--- config.mk ---
export PLATFORM = sky130hd
export DESIGN_NAME = frac_ratio_mod
export DESIGN_NICKNAME = d
export VERILOG_FILES = /design/src/rtl/frac_ratio_pkg.sv /design/src/rtl/frac_acc_stage.sv /design/src/rtl/frac_noise_comb.sv /design/src/rtl/frac_ratio_mod.sv
export SDC_FILE = /design/constraint.sdc
export NUM_CORES = 1
export LEC_CHECK = 0
export BUFFER_PORTS_ARGS = -buffer_cell sky130_fd_sc_hd__buf_2
export CORE_MARGIN = 2
export CORE_UTILIZATION = 60
export CTS_CLUSTER_DIAMETER = 150
export DETAILED_ROUTE_END_ITERATION = 8
export GPL_TIMING_DRIVEN = 0
export PLACE_DENSITY_LB_ADDON = 0.15
export SETUP_SLACK_MARGIN = 0.02
export SLEW_MARGIN = 10
export SYNTH_ARGS = -nofsm -noshare
export SYNTH_HDL_FRONTEND = slang
export SYNTH_HIERARCHICAL = 1
export SYNTH_SLANG_ARGS = --single-unit
--- constraint.sdc ---
create_clock -name clk_i -period 7.6 [get_ports clk_i]
set_input_delay 1.14 -clock clk_i [delete_from_list [all_inputs] [get_ports clk_i]]
set_output_delay 1.14 -clock clk_i [all_outputs]
set_load 0.02 [all_outputs]
--- src/rtl/frac_ratio_pkg.sv ---
package frac_ratio_pkg;
  // offset range -3..+4 fits a 4-bit signed value
  localparam int unsigned NOISE_W = 4;
  typedef logic signed [NOISE_W-1:0] noise_t;
endpackage

--- src/rtl/frac_acc_stage.sv ---
module frac_acc_stage #(
  parameter int unsigned ACC_W = 19
) (
  input  logic             clk_i,
  input  logic             rst_ni,
  input  logic             clr_i,
  input  logic             step_i,
  input  logic [ACC_W-1:0] add_i,
  output logic [ACC_W-1:0] acc_nxt_o,
  output logic             carry_o
);
  logic [ACC_W-1:0] acc_q;
  logic [ACC_W:0]   sum;

  assign sum       = {1'b0, acc_q} + {1'b0, add_i};
  assign acc_nxt_o = sum[ACC_W-1:0];
  assign carry_o   = sum[ACC_W];

  always_ff @(posedge clk_i or negedge rst_ni) begin
    if (!rst_ni)      acc_q <= '0;
    else if (clr_i)   acc_q <= '0;
    else if (step_i)  acc_q <= acc_nxt_o;
  end
endmodule

--- src/rtl/frac_noise_comb.sv ---
module frac_noise_comb
  import frac_ratio_pkg::*;
(
  input  logic   clk_i,
  input  logic   rst_ni,
  input  logic   clr_i,
  input  logic   step_i,
  input  logic   c1_i,
  input  logic   c2_i,
  input  logic   c3_i,
  output noise_t y_o
);
  logic c2_d, c3_d, c3_dd;

  // differentiate stage 2 once and stage 3 twice
  assign y_o = noise_t'({3'b0, c1_i}) + noise_t'({3'b0, c2_i}) - noise_t'({3'b0, c2_d})
             + noise_t'({3'b0, c3_i}) - noise_t'({2'b0, c3_d, 1'b0}) + noise_t'({3'b0, c3_dd});

  always_ff @(posedge clk_i or negedge rst_ni) begin
    if (!rst_ni) begin
      c2_d <= 1'b0; c3_d <= 1'b0; c3_dd <= 1'b0;
    end else if (clr_i) begin
      c2_d <= 1'b0; c3_d <= 1'b0; c3_dd <= 1'b0;
    end else if (step_i) begin
      c2_d <= c2_i; c3_d <= c3_i; c3_dd <= c3_d;
    end
  end
endmodule

--- src/rtl/frac_ratio_mod.sv ---
module frac_ratio_mod
  import frac_ratio_pkg::*;
#(
  parameter int unsigned INT_W  = 7,
  parameter int unsigned FRAC_W = 18,
  parameter int unsigned STAGES = 3,
  localparam int unsigned ACC_W = FRAC_W + 1,
  localparam int unsigned MOD_W = INT_W + 2
) (
  input  logic              clk_i,
  input  logic              rst_ni,
  input  logic              clr_i,
  input  logic              upd_i,
  input  logic              int_only_i,
  input  logic [INT_W-1:0]  int_part_i,
  input  logic [FRAC_W-1:0] frac_part_i,
  output logic [MOD_W-1:0]  modulus_o,
  output logic              valid_o
);
  logic             stage_clr;
  logic             step;
  logic [ACC_W-1:0] stage_in  [STAGES];
  logic [ACC_W-1:0] stage_nxt [STAGES];
  logic [STAGES-1:0] carry;
  noise_t           y;
  logic [MOD_W-1:0] mod_nxt;

  assign stage_clr = clr_i | (upd_i & int_only_i);
  assign step      = upd_i & ~int_only_i;

  // half-LSB bias as a fixed low bit
  assign stage_in[0] = {frac_part_i, 1'b1};

  for (genvar k = 0; k < STAGES; k++) begin : g_stage
    if (k > 0) begin : g_chain
      assign stage_in[k] = stage_nxt[k-1];
    end
    frac_acc_stage #(.ACC_W(ACC_W)) u_acc (
      .clk_i     (clk_i),
      .rst_ni    (rst_ni),
      .clr_i     (stage_clr),
      .step_i    (step),
      .add_i     (stage_in[k]),
      .acc_nxt_o (stage_nxt[k]),
      .carry_o   (carry[k])
    );
  end

  frac_noise_comb u_comb (
    .clk_i  (clk_i),
    .rst_ni (rst_ni),
    .clr_i  (stage_clr),
    .step_i (step),
    .c1_i   (carry[0]),
    .c2_i   (carry[1]),
    .c3_i   (carry[2]),
    .y_o    (y)
  );

  always_comb begin
    if (int_only_i) mod_nxt = {2'b00, int_part_i};
    else            mod_nxt = {2'b00, int_part_i} + {{(MOD_W-NOISE_W){y[NOISE_W-1]}}, y};
  end

  always_ff @(posedge clk_i or negedge rst_ni) begin
    if (!rst_ni) begin
      modulus_o <= '0;
      valid_o   <= 1'b0;
    end else if (clr_i) begin
      valid_o   <= 1'b0;
    end else begin
      valid_o <= upd_i;
      if (upd_i) modulus_o <= mod_nxt;
    end
  end
endmodule

==> results_dict.tcl, run 1 <==
set metrics [dict create \
    fmax_ghz 0.136 \
    drive_above_1_share 0.158 \
    power.density_nw_per_um2 193 \
    max_slew_margin 0.441 \
    synth.avg_cell_area_um2 8.91 \
    crit_required_ns 7.86 \
    drc 0 \
    power.total_uw 1360 \
    path_clk_slew_ns 0.08 \
    min_period_over_period 0.966 \
    cp_slowest_cell "fa_1" \
    fin_ws_ns 0.257 \
    dp_slack_ns -0.405 \
    clock_latency_ns 0.35 \
    antenna_found_initial 0 \
    grt_max_degree 54 \
    cp.arrival_ns 7.60 \
    path_class "input pin to register" \
    maxCapViolations 0 \
    grt_first_pass_wirelength_mm 25.3 \
    die_h_um 107 \
    setup_violations 0 \
    worstMarginPinSlew_ns 0.835 \
    critPathLaunch "frac_part_i[0]" \
    cts_sinks 70 \
    rows 37 \
    worstSetupEndpoint "modulus_o[8]" \
    routed_wl_mm 15.5 \
    reg2reg_slack_ns 0.67 \
    place_area_um2 6720 \
    cts-root-buf "clkbuf_8" \
    drt_pass1_iterations 4 \
    n_antenna_cell 0 \
    drt.antenna.violating_nets 0 \
    timing.rr.start "g_stage[0].u_acc/acc_q[0]" \
    syn_area_um2 6320 \
    setup_tns_ns 0 \
    io_buffer_count 38 \
    grt-ovfl-total 0 \
    layout_common_cells "70 x ha_1, 70 x dfrtp_1, 64 x nor2_1" \
    r2r_cells 32 \
    die-area_um2 11400 \
    numCtsBuffers 9 \
    clockBufferDepth 2 \
    slew_violations 0 \
    min_path_type "register to register" \
    hold_viol 0 \
    synth_fp_nets 817 \
    wire_per_inst_um 17.2 \
    peakVddDrop_mv 0.159 \
    worstSetupEndpointType "register" \
    postSynthCellCount 710 \
    grt_pass1_vias 5424 \
    hold_ws_ns 0.476 \
    yosysWarnings 6 \
    io_pins 40 \
    cts_tree "done" \
    place.gp.congestion 0.946 \
    p_leak_uw 0.00358 \
    cts_hold_buf 0 \
    drt_iter0_drc 397 \
    fp.coreArea_um2 10300 \
    syn_to_final_growth_pct 11.8 \
    initial_core_util 0.615 \
    post_drt_via_cell_ratio 6.18 \
    status "finished clean" \
    die_w_um 107 \
    hpwl_mm 11.6 \
    grtUsageTotal 0.275 \
    fin_skew_ns 0.0116 \
    period_needed_ns 7.34 \
    cts_htree_levels 3 \
    vias 5573 \
    final_area_um2 7070 \
    critPathMaxStageDelay_ns 0.46 \
    nets 868 \
    crit_top_cell "ha_1" \
    path_max_fanout 9 \
    cp-start-kind "input pin" \
    crit-reg2reg-capture "modulus_o[8]" \
]
## report_power, final
part	leakage (uW)	switching, uW	internal, uW
Clock	0.000110	143	193
Combinational	0.00252	367	240
Sequential	0.000951	18.6	402
## worst min-delay path by stage
stage,from,to,slack [ns],cells after the start
floorplan,g_stage[0].u_acc/acc_q[12],g_stage[0].u_acc/acc_q[12],0.46,1
global placement,modulus_o[7],modulus_o[7],0.46,2
detailed placement,modulus_o[6],modulus_o[6],0.46,2
CTS,modulus_o[6],modulus_o[6],0.48,2
global route,modulus_o[8],modulus_o[8],0.51,2
finish,modulus_o[6],modulus_o[6],0.48,2
## metal layers
layer	GRT usage	wire length, um	vias up
li1	-	-	2709
met1	0.361	7150	2699
met2	0.469	7450	139
met3	0.0316	639	26
met4	0.100	282	0
met5	0	0	-
## sequential cells by signal (all words and copies together) (netlist names)
signal               cells
g_stage.u_acc/acc_q     57
modulus_o                9
u_comb/c2_d              1
u_comb/c3_d              1
u_comb/c3_dd             1
valid_o                  1
## critical path: cells and delay by family
family,cells,cell delay [ns]
adder cells (fa/ha/maj),6,1.81
XOR/XNOR,3,0.47
buffers and inverters,5,0.54
AO/OA/AOI/OAI,10,2.26
AND/OR/NAND/NOR,8,1.37
## per-stage QoR
| step | instances | util |
|---|---|---|
| 2_1_floorplan | 710 | - |
| 3_3_place_gp | 884 | 0.650 |
| 3_5_place_dp | 885 | 0.654 |
| 4_1_cts | 901 | 0.676 |
| 5_1_grt | 902 | 0.688 |
| 6_report | 902 | 0.688 |
## layout make-up
class	count	area, um^2
flip-flops and latches	70	1750
fillers	833	3210
well taps	136	170
clock buffers	12	145
multi-input cells	576	4420
inverters	30	113
clock inverters	4	70.1
plain buffers	34	169
repair buffers	40	228
## what timing repair did
item                                    CTS  global route
pin swaps                                 0             4
buffers inserted                          0             1
gates resized for setup                   2            22
endpoints found under the setup margin    2             7
(Power assumes the default switching activity.)
==> inputs of run 2 (changes only) <==
BUFFER_PORTS_ARGS = unset   (was -buffer_cell sky130_fd_sc_hd__buf_2)
DONT_BUFFER_PORTS = 1   (was unset)
==> results_dict.tcl, run 2 (synthesis results as in run 1) <==
set metrics [dict create \
    syn_to_final_growth_pct 7.62 \
    antenna_found_initial 0 \
    wire_per_inst_um 16.9 \
    path_max_fanout 9 \
    largest_reg_flops 57 \
    nets 829 \
    critPathMaxStageDelay_ns 0.47 \
    routed_wl_mm 14.6 \
    layout_commonest_cell "ha_1" \
    cp_top_family "compound AO/OA/AOI/OAI gates" \
    rows 37 \
    drc 0 \
    cp_slowest_cell "fa_1" \
    slew_violations 0 \
    period_needed_ns 7.20 \
    fin_skew_ns 0.00911 \
    layoutNonFillerInstCount 863 \
    vias 5317 \
    cp-start-kind "input pin" \
    n_antenna_cell 0 \
    grtUsageTotal 0.264 \
    grt-ovfl-total 0 \
    max_slew_margin 0.445 \
    hold_viol 0 \
    worstMarginPinSlew_ns 0.828 \
    post-route-util 0.662 \
    status "finished clean" \
    die-area_um2 11400 \
    die_w_um 107 \
    drt_iter0_drc 322 \
    busiest_layer "met2" \
    dp_cells 846 \
    die_h_um 107 \
    reg_top3 "g_stage.u_acc/acc_q: 57 flops, modulus_o: 9 flops" \
    initial_core_util 0.615 \
    min_period_over_period 0.948 \
    peakVddDrop_mv 0.129 \
    grtUsageMet2 0.424 \
    drt.antenna.violating_nets 0 \
    worstSetupEndpointType "register" \
    crit_required_ns 7.88 \
    path_clk_slew_ns 0.08 \
    fp.coreArea_um2 10300 \
    cts_htree_levels 3 \
    fin_ws_ns 0.397 \
    cts-root-buf "clkbuf_8" \
    cts_sinks 70 \
    clock_latency_ns 0.36 \
    path_class "input pin to register" \
    io_buffer_count 0 \
    grt_first_pass_wirelength_mm 24.1 \
    power.density_nw_per_um2 198 \
    fmax_ghz 0.139 \
    met1_usage 0.354 \
    regMostFlops "g_stage.u_acc/acc_q" \
    io_pins 40 \
    drt_pass1_iterations 5 \
    min_path_type "input pin to asynchronous set/reset pin" \
    cts_tree "done" \
    drive_above_1_share 0.103 \
    clockBufferDepth 2 \
    post_drt_via_cell_ratio 6.16 \
    dp_slack_ns -0.294 \
    place.gp.congestion 0.973 \
    rsz0062_at_grt "no" \
    gr-usage-met3 0.0353 \
    power.total_uw 1340 \
    p_leak_uw 0.00341 \
    maxCapViolations 0 \
    cp.arrival_ns 7.48 \
    grt_max_degree 71 \
    setup_violations 0 \
    numCtsBuffers 9 \
    cts_hold_buf 0 \
    hpwl_mm 11.0 \
    crit_buf_inv 4 \
    grt_pass1_vias 5183 \
    layout_common_cells "71 x ha_1, 70 x dfrtp_1, 64 x nor2_1" \
]
-- run 2: path summary, 6_finish.rpt --
| path | slack [ns] | startpoint | cells after the start | endpoint |
|---|---|---|---|---|
| max reg2reg | 0.69 | g_stage[0].u_acc/acc_q[0] | 31 | modulus_o[8] |
| min reg2reg | 0.50 | g_stage[2].u_acc/acc_q[12] | 1 | g_stage[2].u_acc/acc_q[12] |
| max | 0.40 | frac_part_i[3] | 30 | modulus_o[8] |
| min in group clk_i | 0.50 | g_stage[2].u_acc/acc_q[12] | 1 | g_stage[2].u_acc/acc_q[12] |
| max in group asynchronous | 7.03 | rst_ni | 0 | g_stage[2].u_acc/acc_q[11] |
| min | 0.46 | rst_ni | 0 | modulus_o[6] |
-- run 2: stage by stage --
step	cell area, um^2	TNS (ns)	hold slack [ns]
finish	6810	0	0.464
global route	6810	0	0.445
CTS	6730	0	0.448
detailed placement	6490	-0.999	0.484
global placement	6490	-0.630	0.475
floorplan	6320	0	0.463
-- run 2: where the power goes --
| group | total, uW | leakage, uW | switching, uW | internal (uW) |
|---|---|---|---|---|
| logic | 558 | 0.00234 | 334 | 225 |
| clock network | 355 | 0.000116 | 153 | 203 |
| registers | 431 | 0.000951 | 29.1 | 402 |
-- run 2: area by class of cell --
cell class / instances / area (um^2)
Multi-Input combinational cell: 576 / 4360
Fill cell: 851 / 3470
Sequential cell: 70 / 1750
Tap cell: 136 / 170
Buffer: 34 / 169
Clock buffer: 11 / 151
Inverter: 30 / 113
Clock inverter: 5 / 81.3
Timing Repair Buffer: 1 / 7.51
-- run 2: what timing repair did --
item	4_1_cts	5_1_grt
setup endpoints to repair	0	7
buffers inserted	0	1
gates resized for setup	0	14
-- run 2: layer usage --
layer / share of wire / up-vias
met4: 0.025 / 0
met1: 0.46 / 2521
met3: 0.045 / 33
met5: 0 / -
li1: - / 2632
met2: 0.47 / 131
==> inputs of run 3 (changes only) <==
SYNTH_HIERARCHICAL = unset   (was 1)
==> results_dict.tcl, run 3 <==
set metrics [dict create \
    status "finished clean" \
    clockBufferDepth 2 \
    nets 749 \
    cts-root-buf "clkbuf_8" \
    path_max_fanout 5 \
    peakVddDrop_mv 0.144 \
    p_leak_uw 0.00310 \
    min_period_over_period 0.977 \
    rsz0062_at_grt "yes" \
    path_clk_slew_ns 0.09 \
    die_w_um 99.8 \
    numCtsBuffers 9 \
    maxCapViolations 0 \
    syn_to_final_growth_pct 18.5 \
    yosys.cell_count.top_type "dfrtp_1" \
    die-area_um2 9960 \
    fp.coreArea_um2 8810 \
    initial_core_util 0.625 \
    clock_latency_ns 0.35 \
    place.gp.congestion 0.869 \
    grt_pass1_vias 4815 \
    grtUsageTotal 0.288 \
    drt_pass1_iterations 5 \
    grt-ovfl-total 0 \
    hold_viol 0 \
    synthTopCellsByCount "70 x dfrtp_1, 66 x ha_1, 59 x o21ai_0" \
    syn_area_um2 5510 \
    routed_wl_mm 14.3 \
    grt_first_pass_wirelength_mm 22.8 \
    layoutNonFillerInstCount 760 \
    rows 34 \
    synth.avg_cell_area_um2 9.07 \
    drt.antenna.violating_nets 0 \
    die_h_um 99.8 \
    ys_types 54 \
    synth_top_area_cell "dfrtp_1" \
    hold_ws_ns 0.469 \
    crit_top_cell "a21o_1" \
    dp_slack_ns -0.981 \
    cp-start-kind "input pin" \
    largest_reg_flops 57 \
    antenna_found_initial 0 \
    slew_violations 0 \
    period_needed_ns 7.43 \
    dp_cells 715 \
    regMostFlops "g_stage.u_acc.acc_q" \
    ys_async_sr_fraction 1.00 \
    fmax_ghz 0.135 \
    layout_common_cells "70 x dfrtp_1, 52 x ha_1, 45 x a21oi_1" \
    max_slew_margin 0.451 \
    cts_htree_levels 3 \
    n_antenna_cell 0 \
    wire_per_inst_um 18.8 \
    yosysWarnings 0 \
    yosysTopAreaCellShare 0.318 \
    worstSetupEndpointType "register" \
    cp_slowest_cell "fa_1" \
    crit_required_ns 7.83 \
    synth.area.top_cells "dfrtp_1 32%, ha_1 15%, a22o_1 6.4%" \
    critPathMaxStageDelay_ns 0.47 \
    io_pins 40 \
    worstMarginPinSlew_ns 0.821 \
    min_path_type "input pin to asynchronous set/reset pin" \
    power.density_nw_per_um2 239 \
    fin_ws_ns 0.173 \
    fillCellCount 608 \
    synth_edf_count 0 \
    grt_max_degree 71 \
    fin_skew_ns 0.0138 \
    drt_iter0_drc 272 \
    cts_tree "done" \
    seq_area_frac_synth 0.318 \
    hpwl_mm 10.0 \
    cts_sinks 70 \
    synth_fp_nets 709 \
    drc 0 \
    io_buffer_count 0 \
    reg_top3 "g_stage.u_acc.acc_q: 57 flops, modulus_o: 9 flops" \
    synth_seq_cells 70 \
    drive_above_1_share 0.190 \
    path_class "input pin to register" \
    cts_hold_buf 0 \
    layout_commonest_cell "dfrtp_1" \
    cp.arrival_ns 7.65 \
    post_drt_via_cell_ratio 6.41 \
    setup_violations 0 \
    vias 4871 \
    ys.flop_type "dfrtp_1" \
    postSynthCellCount 607 \
]
-- run 3: stage by stage --
step	instance area [um^2]	power, uW	TNS, ns	util
final	6520	1560	0	0.741
after detailed placement	5640	1030	-5.10	0.641
after global placement	5640	1000	-3.16	0.641
after floorplan	5510	909	0	-
after global routing	6520	1650	-0.166	0.741
after CTS	6100	1450	0	0.692
-- run 3: path summary, 6_finish.rpt --
kind,startpoint,to,slack (ns),cells past startpoint
min in group clk_i,g_stage[2].u_acc.acc_q[5],g_stage[2].u_acc.acc_q[5],0.49,2
worst max-delay path,frac_part_i[2],modulus_o[6],0.17,37
worst min register to register,g_stage[2].u_acc.acc_q[5],g_stage[2].u_acc.acc_q[5],0.49,2
worst max register to register,g_stage[0].u_acc.acc_q[4],modulus_o[6],0.53,37
max in group asynchronous,rst_ni,g_stage[1].u_acc.acc_q[18],6.97,0
worst min-delay path,rst_ni,g_stage[0].u_acc.acc_q[2],0.47,0
-- run 3: timing repair --
item	4_1_cts	5_1_grt
setup endpoints to repair	7	7
setup buffers	13	18
pin swaps	12	41
resized for setup	28	68
-- run 3: final cells by class --
type / instances / area (um^2) / area share
clock inverters: 7 / 123 / 0.0188
plain buffers: 19 / 71.3 / 0.0109
clock buffers: 9 / 124 / 0.0190
repair buffers: 31 / 249 / 0.0382
well taps: 108 / 135 / 0.0207
multi-input cells: 487 / 3960 / 0.607
flip-flops and latches: 70 / 1750 / 0.269
inverters: 29 / 111 / 0.0171
-- run 3: per-layer routing --
layer	share of wire	wire [um]	GRT usage
met1	0.43	6160	0.361
met2	0.49	7030	0.499
met3	0.059	843	0.0487
met4	0.021	295	0.110
met5	0	0	0
-- run 3: cell families (layout without fill, tap and decap cells) --
logic type                 after synthesis  count (layout)  synth area share
AOI/OAI and AO/OA                      230             230             0.280
xor gates and xnor gates                50              50            0.0795
adders and majority gates               72              72             0.172
buffers and inverters                   50              95            0.0341
DFF                                     70              70             0.318
muxes                                    3               3           0.00545
and+or+nand+nor                        132             132             0.111
-- run 3: power breakdown --
part | total [uW] | switching, uW | internal [uW] | leakage [uW]
Clock | 371 | 152 | 219 | 0.000116
Sequential | 453 | 41.4 | 411 | 0.000945
Combinational | 735 | 398 | 337 | 0.00204
-- run 3: critical path, delay by kind of cell --
family	cells	cell delay, ns
AND/OR/NAND/NOR	5	0.64
buffers and inverters	5	0.40
XOR/XNOR	3	0.47
adder cells (fa/ha/maj)	8	2.21
AO/OA/AOI/OAI	16	2.79
